## src/rtl/alias_remap_pkg.sv

```systemverilog
package alias_remap_pkg;

    typedef logic [1:0] mode_t;

    typedef enum logic [1:0] {
        TGT_MAIN_FLASH = 2'd0,
        TGT_SYS_FLASH  = 2'd1,
        TGT_SRAM       = 2'd2,
        TGT_PASS       = 2'd3
    } tgt_e;

    typedef struct packed {
        logic hit;
        tgt_e tgt;
    } route_t;

    // Boot straps to mode: pin low -> 00, pin high + option high -> 01,
    // pin high + option low -> 11.
    function automatic mode_t boot_to_mode(input logic pin, input logic opt);
        return {pin & ~opt, pin};
    endfunction

    // Bit 0 clear means main flash regardless of bit 1.
    function automatic tgt_e mode_to_tgt(input mode_t m);
        tgt_e t;
        if (!m[0])
            t = TGT_MAIN_FLASH;
        else if (!m[1])
            t = TGT_SYS_FLASH;
        else
            t = TGT_SRAM;
        return t;
    endfunction

endpackage

```

## src/rtl/alias_mode_reg.sv

```systemverilog
module alias_mode_reg
    import alias_remap_pkg::*;
(
    input  logic  clk,
    input  logic  rst,
    input  logic  boot_pin,
    input  logic  boot_opt,
    input  logic  wr_en,
    input  mode_t wr_mode,
    output mode_t mode_q
);

    always_ff @(posedge clk) begin
        if (rst)
            mode_q <= boot_to_mode(boot_pin, boot_opt);
        else if (wr_en)
            mode_q <= wr_mode;
    end

endmodule

```

## src/rtl/alias_window_decode.sv

```systemverilog
module alias_window_decode #(
    parameter int ADDR_W   = 32,
    parameter int WIN_BITS = 13
) (
    input  logic [ADDR_W-1:0] addr,
    output logic              hit,
    output logic [ADDR_W-1:0] offset
);

    generate
        if (WIN_BITS >= ADDR_W) begin : g_full
            assign hit    = 1'b1;
            assign offset = addr;
        end else begin : g_part
            localparam int HI_W = ADDR_W - WIN_BITS;
            assign hit    = (addr[ADDR_W-1:WIN_BITS] == {HI_W{1'b0}});
            assign offset = {{HI_W{1'b0}}, addr[WIN_BITS-1:0]};
        end
    endgenerate

endmodule

```

## src/rtl/alias_route_mux.sv

```systemverilog
module alias_route_mux
    import alias_remap_pkg::*;
#(
    parameter int ADDR_W = 32
) (
    input  mode_t             mode,
    input  logic              hit,
    input  logic [ADDR_W-1:0] addr,
    input  logic [ADDR_W-1:0] offset,
    output route_t            route,
    output logic [ADDR_W-1:0] out_addr
);

    always_comb begin
        route.hit = hit;
        if (hit) begin
            route.tgt = mode_to_tgt(mode);
            out_addr  = offset;
        end else begin
            route.tgt = TGT_PASS;
            out_addr  = addr;
        end
    end

endmodule

```

## src/rtl/boot_alias_remap.sv

```systemverilog
module boot_alias_remap
    import alias_remap_pkg::*;
#(
    parameter int ADDR_W   = 32,
    parameter int DATA_W   = 32,
    parameter int WIN_BITS = 13
) (
    input  logic              clk,
    input  logic              rst,
    input  logic              boot_pin,
    input  logic              boot_opt,
    input  logic              reg_wr_en,
    input  logic [DATA_W-1:0] reg_wr_data,
    output logic [DATA_W-1:0] reg_rd_data,
    input  logic [ADDR_W-1:0] bus_addr,
    output logic              route_hit,
    output logic [1:0]        route_sel,
    output logic [ADDR_W-1:0] route_addr
);

    localparam int PAD_W = DATA_W - 2;

    mode_t             mode_q;
    logic              win_hit;
    logic [ADDR_W-1:0] win_offset;
    route_t            route;
    logic              wr_hi_unused;

    assign wr_hi_unused = |reg_wr_data[DATA_W-1:2];

    alias_mode_reg i_mode (
        .clk      (clk),
        .rst      (rst),
        .boot_pin (boot_pin),
        .boot_opt (boot_opt),
        .wr_en    (reg_wr_en),
        .wr_mode  (reg_wr_data[1:0]),
        .mode_q   (mode_q)
    );

    alias_window_decode #(.ADDR_W(ADDR_W), .WIN_BITS(WIN_BITS)) i_win (
        .addr   (bus_addr),
        .hit    (win_hit),
        .offset (win_offset)
    );

    alias_route_mux #(.ADDR_W(ADDR_W)) i_mux (
        .mode     (mode_q),
        .hit      (win_hit),
        .addr     (bus_addr),
        .offset   (win_offset),
        .route    (route),
        .out_addr (route_addr)
    );

    assign route_hit   = route.hit;
    assign route_sel   = route.tgt;
    assign reg_rd_data = {{PAD_W{1'b0}}, mode_q};

endmodule

```

## config.mk

```make
export PLATFORM = sky130hd
export DESIGN_NAME = boot_alias_remap
export DESIGN_NICKNAME = d
export VERILOG_FILES = /design/src/rtl/alias_remap_pkg.sv /design/src/rtl/alias_mode_reg.sv /design/src/rtl/alias_window_decode.sv /design/src/rtl/alias_route_mux.sv /design/src/rtl/boot_alias_remap.sv
export SDC_FILE = /design/constraint.sdc
export NUM_CORES = 1
export LEC_CHECK = 0
export ABC_AREA = 1
export CORE_AREA = 2 2 53 55
export CTS_BUF_LIST = sky130_fd_sc_hd__clkbuf_8
export CTS_CLUSTER_DIAMETER = 40
export DETAILED_ROUTE_END_ITERATION = 10
export DIE_AREA = 0 0 55 57
export DONT_BUFFER_PORTS = 1
export MAX_ROUTING_LAYER = met4
export SLEW_MARGIN = 20
export SYNTH_ARGS = -nofsm -noshare
export SYNTH_HDL_FRONTEND = slang
export SYNTH_SLANG_ARGS = --single-unit
```

## constraint.sdc

```tcl
create_clock -name clk -period 0.9 [get_ports clk]
set_clock_uncertainty 0.2 [all_clocks]
set_input_delay 0.045 -clock clk [delete_from_list [all_inputs] [get_ports clk]]
set_output_delay 0.045 -clock clk [all_outputs]
set_load 0.05 [all_outputs]
```

==> results of run 1 <==
[through the flow]
step	instance area (um2)	hold slack (ns)	setup TNS, ns	total power (uW)
6_report	901	-0.142	-1.27	1270
5_1_grt	901	-0.135	-1.54	1320
4_1_cts	816	-0.145	-9.01	1260
3_5_place_dp	419	-0.110	-0.467	490
3_3_place_gp	419	-0.110	-0.438	490
2_1_floorplan	717	0.0502	-1.25	906
[where the power goes]
part	internal, uW	switching [uW]	total [uW]
Sequential	116	9.27	125
Clock	282	63.9	346
Combinational	166	631	798
[logic make-up after synthesis]
group / share of synthesized area (%)
buffers and inverters: 70.0
flip-flops: 10.0
AND/OR/NAND/NOR: 17.5
AO/OA/AOI/OAI: 1.87
other: 0.624
[worst max-delay path by stage]
stage                              end  slack [ns]  cells past startpoint
after floorplan           route_sel[0]       -0.59                      3
after global placement    route_sel[0]       -0.14                      4
after detailed placement  route_sel[0]       -0.15                      4
after CTS                 route_sel[0]       -0.36                      4
after global routing      route_sel[0]       -0.41                      4
final                     route_sel[0]       -0.34                      4
[area by class of cell]
type                    count  area share, %
clock buffers               3           4.58
inverters                   7           2.92
multi-input cells          56           26.8
flip-flops and latches      2           6.67
well taps                  31           4.31
repair buffers             40           54.7
[Yosys cell counts, drive strengths merged]
cell type,count
edfxtp,2
clkbuf,19
o22ai,1
inv,7
conb,1
buf,43
nand4,2
o21ai,1
nor2,11
nand2,9
or2,2
[routing by layer]
metal / GRT usage [%] / up-vias / wire length, um
met2: 13.6 / 54 / 697
met3: 0.785 / 0 / 171
met1: 5.16 / 207 / 333
met5: - / - / 0
li1: - / 223 / -
met4: 3.14 / 0 / 0
[worst max-delay path, stage by stage (launching register included)]
cell      delay [ns]
edfxtp_1        0.41
inv_1           0.07
nand2_1         0.05
nand4_1         0.09
buf_6           0.17
[what timing repair did]
item,4_1_cts,5_1_grt
buffers inserted,1,0
gates cloned,0,0
pin swaps,3,3
hold endpoints to repair,36,4
resized for setup,5,35
endpoints found under the setup margin,5,38
==> results.md, run 1 <==
Clock network:
- TritonCTS built the clock tree.
- The number of buffers added by the clock tree synthesis step is 3.
- The buffer levels on the longest clock path is 2.
- The buffer cell driving the clock tree root is clkbuf_8.
- The total number of H-tree levels is 1.
- The clock sink total is 2.
- The count of hold buffers inserted by post-cts repair is 33.
- After clock tree synthesis, the clock-pin slew on the worst setup and hold paths is 0.03 ns.

Finish:
- The register with the most flip-flops in the layout has 2 of them.
- Counting the fill cells in the layout gives 256.
- Summing all flip-flop and latch instances after layout gives 60.1 um2.
- Counting flops per register, the top entry is i_mode.mode_q.
- The post-layout instance count excluding filler cells is 139.
- The largest registers in the layout are i_mode.mode_q: 2 flops.
- The multi-input logic area is 241 um2.
- For this run, the share of the core covered by cells in the final layout is 34.4%.
- The total number of nets in the final design is 179.
- The share of layout cells above drive strength 1 is 15.7%.
- Leaving out fill and tap cells, the most frequent cells in the layout are dlymetal6s4s_1 (33), conb_1 (30), nand2_1 (8).
- The layout-stage area growth over the synthesis result is 50.0%.
- The number of antenna diodes in the final layout is 0.
- The library cell used most frequently in the layout, excluding fill and tap cells, is dlymetal6s4s_1.

Synth:
- The unique cell type count in the Yosys netlist is 13.
- The sequential share of the synthesized area is 10.0%.
- The post-synthesis register bit count is 2.
- The area share of the leading cell type in the synthesized netlist is 53.8%.
- The cell count after synthesis is 98.
- The number of synthesis warnings is 0.
- By area the synthesized netlist is led by buf_4 (54%), clkbuf_1 (12%), edfxtp_1 (10%).
- The mean cell area of the mapped netlist is 6.13 um2.
- Of all cell types, the one taking the most synthesized area is buf_4.
- The cell area after technology mapping is 601 um2.

Die:
- The floorplan step set the die height to 57 um.
- The core footprint is 0.00262 mm2.
- The row count is 19.
- The horizontal die dimension is 55 um.
- The effective utilization at floorplan is 23.0%.
- The I/O pin count is 136.
- The floorplan step defined a die boundary enclosing 0.00314 mm2.

Global route:
- For this run the aggregate overflow at the end of global routing stands at 0.
- The number of antenna violations at the first check in global routing is 0.
- The via count of the first global-routing pass is 424.
- The first-pass GRT wire length is 1.48 mm.
- The pin count of the biggest net entering global routing is 5.
- Global routing consumed, over all layers together, 6.61% of the routing resources.

Timing:
- Setup repair after global routing could not meet its margin everywhere.
- The highest attainable clock frequency is 0.808 GHz.
- The total setup violations reported at the end of the flow is 5.
- The time the final worst path needs with I/O delays and setup is 1.24 ns.
- The final clock period utilization by the worst path is 137%.
- The final hold slack is -0.142 ns.
- The relative slew slack is 65.8%.
- The slew at the pin with the worst max-slew slack is 0.515 ns.
- The post-route worst setup slack is -0.337 ns.
- The max-slew violation count is 0.
- The number of hold violations in the final report is 4.

Critical path:
- STA classifies the critical path startpoint as a flop.
- The critical path endpoint category is an output pin.
- The worst setup path is of the reg -> out kind.
- The data arrival time at the worst-slack endpoint is 0.99 ns.
- For the worst setup path, the data required time is 0.65 ns.
- Tracing the worst setup path back leads to its startpoint at i_mode.mode_q[1]$_DFFE_PP_.
- Of all nets on the critical path, the largest fanout is 3.

Detailed routing:
- After detailed routing, the number of vias per cell comes to 3.48.
- For this run, the detailed router's first-pass iteration total came to 1.
- The detailed router finished its first iteration with 0 violations.
- The overall via count from detail_route is 484.
- Dividing the detail-routed wire length by the instance count gives 8.65 um.
- The routed wire length is 1.20 mm.
- After detailed routing, the number of remaining DRC violations is 0.
- The count of nets left with antenna violations after detail routing is 0.

Place:
- Timing analysis after detailed placement gives a worst setup slack of -0.152 ns.
- The half-perimeter wire length of the detailed placement result is 681 um.
- The number of placed instances, taps included, is 102.
- The congestion estimate from routability-driven global placement came to 0.650.
- The count of input and output buffers is 0.

Job:
- The number of max-capacitance violations reported is 0.

Hold path:
- The hold path startpoint is rst.
- Counting instances, the worst hold path has a depth of 1.
- For hold timing, the worst endpoint is i_mode.mode_q[1]$_DFFE_PP_.
- The class of the most critical hold timing path is in -> reg.

Power and ir drop:
- The analysis attributes to cell leakage a power of 0.000680 uW.
- The maximum ir drop on the vdd rail is 0.00106 V.
- Power spread over the standard cell area amounts to 1410 mW/mm2.

Outcome:
- The checks that failed: negative hold slack, negative setup slack.
- The run finished, with violations left.
Power figures use the tool's default switching activity.
==> run 2, diff against run 1 <==
==> constraint.sdc (replaced) <==
create_clock -name clk -period 0.9 [get_ports clk]
set_clock_uncertainty 0.2 [all_clocks]
set_input_delay 0.045 -clock clk [delete_from_list [all_inputs] [get_ports clk]]
set_output_delay 0.045 -clock clk [all_outputs]
set_load 0.1 [all_outputs]
==> run 2 against run 1 <==
The flow still finishes with violations (negative hold slack, negative setup slack). Utilization is 14 points lower. Hold slack better by 0.0032 ns. Non-clock buffer count is 32 lower. Maximum frequency fell by 4.4%. Via count down 26%. Combinational power decreased by 9.1%. Worst setup slack worse by 0.057 ns. Sequential power about the same. Total power shrank 5.3%. Wire length shrank 27%. Die area unchanged. Global-route usage decreased by 1.9 points. Critical path type unchanged. Critical endpoint unchanged.
==> results.md, run 2 (same netlist as run 1, synthesis figures left out) <==
Place:
- The count of buffers added on input and output ports is 0.
- Detailed placement ended at an HPWL of 722 um.
- The congestion estimate from routability-driven global placement came to 0.546.
- At the placement stage, the worst setup path has a slack of -0.170 ns.

Detailed routing:
- The detailed-route wire length per cell is 8.18 um.
- The routed wire length is 875 um.
- The overall via count from detail_route is 357.
- The via-per-instance ratio is 3.34.
- The remaining design rule violation count is 0.
- The length of the first detailed-routing pass in iterations is 2.
- The starting DRC count in detailed routing is 3.
- The count of nets left with antenna violations after detail routing is 0.

Clock network:
- The clock sink total is 2.
- In this run the number of H-tree levels came out at 1.
- The longest clock path from root to sink contains 2 buffers.
- TritonCTS built the clock tree.
- The clock transition time at the flip-flop clock pins of the worst setup and hold paths is 0.03 ns.
- The number of buffers added by the clock tree synthesis step is 3.
- The cell sitting at the root of the clock tree is a clkbuf_8.

Critical path:
- The maximum fanout encountered on the critical timing path is 3.
- STA classifies the critical path startpoint as a flop.
- The startpoint-to-endpoint class of the critical path is reg -> out.
- The data arrival time at the worst-slack endpoint is 1.05 ns.
- The critical path endpoint category is an output pin.
- The data required time at the worst endpoint is 0.65 ns.

Die:
- The die covers 0.00314 mm2.
- After floorplanning, the core was divided into 19 placement rows.
- The effective utilization at floorplan is 23.0%.
- The die outline height is 57 um.
- After floorplanning, the core was sized to cover 0.00262 mm2.
- The horizontal die dimension is 55 um.
- During I/O placement, the number of pins put on the boundary was 136.

Finish:
- The register area is 60.1 um2.
- The multi-input logic area is 246 um2.
- The register with the most flip-flops in the layout has 2 of them.
- The final antenna diode count is 0.
- The leading cell type in the layout, fill and taps excluded is conb_1.
- The filler cells instantiated in the layout total 295.
- The largest register by flop count is i_mode.mode_q.
- The post-route netlist has 26.3% of its cells at a drive strength greater than 1.
- Once layout is complete, the utilization of the core stands at 20.6%.
- The largest registers in the layout are i_mode.mode_q: 2 flops.
- Leaving out fill and tap cells, the most frequent cells in the layout are conb_1 (30), nand2_1 (8), inv_1 (6).
- After the last flow step, the layout net total stands at 147.
- The layout-stage area growth over the synthesis result is -10.2%.

Global route:
- The first global-routing pass estimated 966 um of wire.
- The total routing resource utilization after global routing is 4.69%.
- The global route total overflow is 0.
- The number of antenna violations at the first check in global routing is 0.
- The via count of the first global-routing pass is 267.
- The pin count of the biggest net entering global routing is 5.

Timing:
- The highest attainable clock frequency is 0.773 GHz.
- The number of hold violations in the final report is 36.
- The post-route worst setup slack is -0.394 ns.
- Hold timing on the final database bottoms out at a slack of -0.139 ns.
- The final clock period utilization by the worst path is 144%.
- The max-slew violation count came to 0.
- Setup violations remaining at the end of the flow were counted as 5.
- The time the final worst path needs with I/O delays and setup is 1.29 ns.
- The total negative slack is -1.58 ns.
- Setup repair after global routing could not meet its margin everywhere.

Power and ir drop:
- For this design the static power due to leakage is 0.000271 uW.
- Dividing total power by cell area gives a power density of 2230 mW/mm2.
- The worst-case IR drop observed on VDD is 0.000614 V.

Outcome:
- The final reports fail on negative hold slack, negative setup slack.
- The run finished, with violations left.

Hold path:
- The class of the most critical hold timing path is in -> reg.

Job:
- The number of max-capacitance violations reported is 0.
==> run 2: worst paths after layout <==
kind	slack (ns)	end	cells past startpoint	start
max	-0.39	route_sel[0]	4	i_mode.mode_q[1]$_DFFE_PP_
min	-0.14	i_mode.mode_q[1]$_DFFE_PP_	1	rst
==> run 2: layout make-up <==
cell class	count	share of cell area [%]
Multi-Input combinational cell	56	45.7
Timing Repair Buffer	8	23.4
Sequential cell	2	11.1
Clock buffer	3	7.66
Tap cell	31	7.19
Inverter	7	4.87
==> run 2: critical path: stages (launching register included) <==
cell and delay, ns:
edfxtp_1 0.41, inv_1 0.07, nand2_1 0.05, nand4_1 0.11, buf_12 0.19
==> run 2: metrics by stage <==
step | instances | total power, uW | area [um2] | hold WS [ns]
after floorplan | 127 | 1510 | 741 | 0.0502
after global placement | 101 | 791 | 437 | -0.109
after detailed placement | 101 | 792 | 437 | -0.109
after CTS | 105 | 1180 | 500 | -0.141
after global routing | 107 | 1240 | 539 | -0.132
final | 107 | 1200 | 539 | -0.139
==> run 2: where the power goes <==
part	total [uW]	leakage (uW)	internal, uW	switching, uW
Clock	351	0.0000216	283	68.7
Combinational	725	0.000229	74.8	651
Sequential	125	0.0000208	116	8.82
==> run 2: per-layer routing <==
layer  vias to the layer above  global-route usage (%)  wire [um]
met5                         -                       -          0
met4                         0                    4.18         13
met3                         4                    2.62        149
met2                        48                    7.31        450
met1                       146                    3.72        262
li1                        159                       -          -
==> run 2: repair_timing <==
| item | in CTS | in global routing |
|---|---|---|
| pin swaps | 2 | 6 |
| hold endpoints to repair | 36 | 36 |
| setup buffers | 1 | 2 |
| resized for setup | 4 | 8 |
| cloned | 0 | 0 |
| endpoints found under the setup margin | 5 | 5 |
==> run 3, diff against run 2 <==
--- a/config.mk
+++ b/config.mk
@@ -13,6 +13,7 @@
 export DIE_AREA = 0 0 55 57
 export DONT_BUFFER_PORTS = 1
 export MAX_ROUTING_LAYER = met4
+export SETUP_SLACK_MARGIN = 0.4
 export SLEW_MARGIN = 20
 export SYNTH_ARGS = -nofsm -noshare
 export SYNTH_HDL_FRONTEND = slang
==> run 3 against run 2 <==
The run still ends with negative hold slack, negative setup slack left. Maximum frequency shrank 0.47%. Count of clock-buffer cells in the layout is the same. Wire length grew 22%. Clock power grew 2%. Flip-flop and latch count is the same. Global-route usage grew 1.5 points. Final area grew 5.1%. First-iteration DRC count is the same. Total power grew 1.3%. Non-clock buffer count is the same.
==> results.md, run 3 (same netlist as run 1, synthesis figures left out) <==
Job:
- The tool flagged a number of max-cap violations equal to 0.

Power and ir drop:
- The power density over the cells is 2150 mW/mm2.
- In this run, flip-flops and latches consume 10.1% of the power.
- The internal power of the cells totals 479 uW.
- The maximum ir drop on the vdd rail is 0.00111 V.
- In this run, the combinational gates consume 60.4% of the power.
- The share of total power in the clock network is 29.5%.
- The switching part of the total is 60.6%.
- The completed layout was analyzed and its total power is 1220 uW.
- The analysis attributes to net switching a power of 737 uW.
- In this run the static leakage power is 0.000279 uW.

Clock network:
- The clock passes through at most 2 buffers.
- The buffer cell driving the clock tree root is clkbuf_8.
- Clock-pin slew was measured on the worst setup and hold paths at 0.03 ns.
- Counting every sink on the clock net gives 2.
- The total number of H-tree levels is 1.
- The number of buffers added by the clock tree synthesis step is 3.
- The CTS tree is yes.

Place:
- In this run the tool buffered the top-level ports with 0 buffer cells.
- The final weighted congestion in routability-driven placement is 0.655.
- The number of placed instances, taps included, is 102.

Critical path:
- For the worst setup path, the data required time is 0.65 ns.
- For the worst setup path, the data arrival time is 1.05 ns.
- The slowest stage cell on the critical path is edfxtp_1.
- For this run, the slowest stage of the critical path takes 0.41 ns.
- The worst setup path is launched from a flop.
- Among cell families on the critical path, the largest total delay comes from flip-flops.
- Traced cell by cell, the critical path runs through nand2_1, nand4_1, buf_12.
- The startpoint-to-endpoint class of the critical path is reg -> out.
- The critical path endpoint category is an output pin.
- In this run the worst path has a maximum fanout of 3.
- Counting both buffers and inverters, the worst setup path holds a total of 1.

Timing:
- The highest attainable clock frequency is 0.769 GHz.
- The max-slew violation count was 0.
- The post-route worst setup slack is -0.400 ns.
- Setup violations remaining at the end of the flow were counted as 5.
- Dividing the final minimum period by the clock period gives 144%.
- For the finished layout, the period the worst path requires is 1.30 ns.
- Setup repair after global routing could not meet its margin everywhere.
- The number of hold violations in the final report is 36.
- The final hold slack is -0.150 ns.

Global route:
- The number of antenna violations at the first check in global routing is 0.
- Entering global routing, the biggest net connects 5 pins.
- The via count of the first global-routing pass is 336.
- Global routing used 6.23% of the available tracks across all layers.
- The first global-routing pass estimated 1.38 mm of wire.
- The global route total overflow is 0.

Hold path:
- The class of the most critical hold timing path is in -> reg.
- The hold path startpoint is rst.
- The worst hold path endpoint is i_mode.mode_q[1]$_DFFE_PP_.
- Along the worst hold path, the cell count comes to 1.

Die:
- The die outline height is 57 um.
- 136 I/O pins were placed.
- In this run the standard cell core region covers 0.00262 mm2.
- The row count is 19.
- For this configuration, the core starts out at a cell density of 23.0%.
- The horizontal die dimension is 55 um.
- The die covers 0.00314 mm2.

Finish:
- At the end of the flow, the number of nets in the layout was 147.
- The final antenna diode count is 0.
- The number of flip-flops under the largest register name is 2.
- The share of layout cells above drive strength 1 is 27.6%.
- The final standard cell utilization of the core is 21.7%.
- The post-layout instance count excluding filler cells is 107.
- In the final layout, the registers with the most flip-flops are i_mode.mode_q: 2 flops.
- The largest register by flop count is i_mode.mode_q.
- The leading cell type in the layout, fill and taps excluded is conb_1.
- The top cell types in the final layout, fill and taps aside, are conb_1 (30), inv_1 (7), nand2_1 (7).
- The area growth from synthesis to layout is -5.62%.

Detailed routing:
- Summing over every cut layer, the via total after detailed routing is 379.
- The via-per-instance ratio is 3.54.
- The length of the first detailed-routing pass in iterations is 3.
- The routed wire length is 1.07 mm.
- For this block, the initial DRC count from the detailed router was 3.
- The remaining design rule violation count is 0.
- In this run the remaining antenna-violating nets after routing total 0.
- The detailed-route wire length per cell is 9.96 um.

Outcome:
- The flow ran to the end, but the final reports show violations.
- The final reports fail on negative hold slack, negative setup slack.
run 3: cell count changes in the layout (fill, tap and decap cells not counted):
cell	delta
nor2_4	+3
or2_2	-1
nor2_2	-3
nand2_4	+1
nand2_1	-1
or2_1	-1
inv_1	+1
o21ai_0	-1
inv_2	-1
o21ai_1	+1
or2_4	+2
run 3: area by class of cell:
| type | instances | area [um2] |
|---|---|---|
| flip-flops and latches | 2 | 60.1 |
| repair buffers | 8 | 126 |
| fillers | 294 | 2050 |
| inverters | 7 | 26.3 |
| multi-input cells | 56 | 274 |
| well taps | 31 | 38.8 |
| clock buffers | 3 | 41.3 |
run 3: worst max path at each step:
stage	start	end	cells past startpoint
2_1_floorplan	i_mode.mode_q[1]$_DFFE_PP_	route_sel[0]	3
3_3_place_gp	i_mode.mode_q[0]$_DFFE_PP_	route_sel[1]	3
3_5_place_dp	i_mode.mode_q[0]$_DFFE_PP_	route_sel[1]	3
4_1_cts	i_mode.mode_q[0]$_DFFE_PP_	route_sel[1]	3
5_1_grt	i_mode.mode_q[0]$_DFFE_PP_	route_sel[0]	3
6_report	i_mode.mode_q[0]$_DFFE_PP_	route_sel[1]	3
run 3: what timing repair did:
action                     in CTS  in global routing
resized for setup               8                  7
hold endpoints to repair       36                 36
buffers inserted                1                  1
setup endpoints to repair       7                  7
pin swaps                       2                  6
run 3: metal layers:
layer  share of wire, %  routed length, um  global-route usage (%)  vias to the layer above
met5                  0                  0                       -                        -
met4                5.2                 55                    6.27                        0
met3                 19                198                    2.09                       10
met2                 48                510                    8.84                       47
met1                 28                301                    6.29                      162
li1                   -                  -                       -                      160
run 3: per-stage QoR:
step	setup slack (ns)	instance area, um2	TNS, ns	hold slack (ns)
after detailed placement	-0.200	454	-0.691	-0.109
after floorplan	-1.35	1180	-3.42	0.0345
after global routing	-0.468	567	-1.78	-0.155
final	-0.400	567	-1.55	-0.150
after CTS	-0.406	533	-1.54	-0.154
after global placement	-0.200	454	-0.701	-0.109
run 3: power by group through the flow:
stage / combinational (uW) / clock [uW] / sequential (uW)
5_1_grt: 752 / 383 / 125
3_3_place_gp: 673 / 0 / 126
3_5_place_dp: 674 / 0 / 126
4_1_cts: 716 / 367 / 124
6_report: 735 / 359 / 123
2_1_floorplan: 1510 / 0 / 196
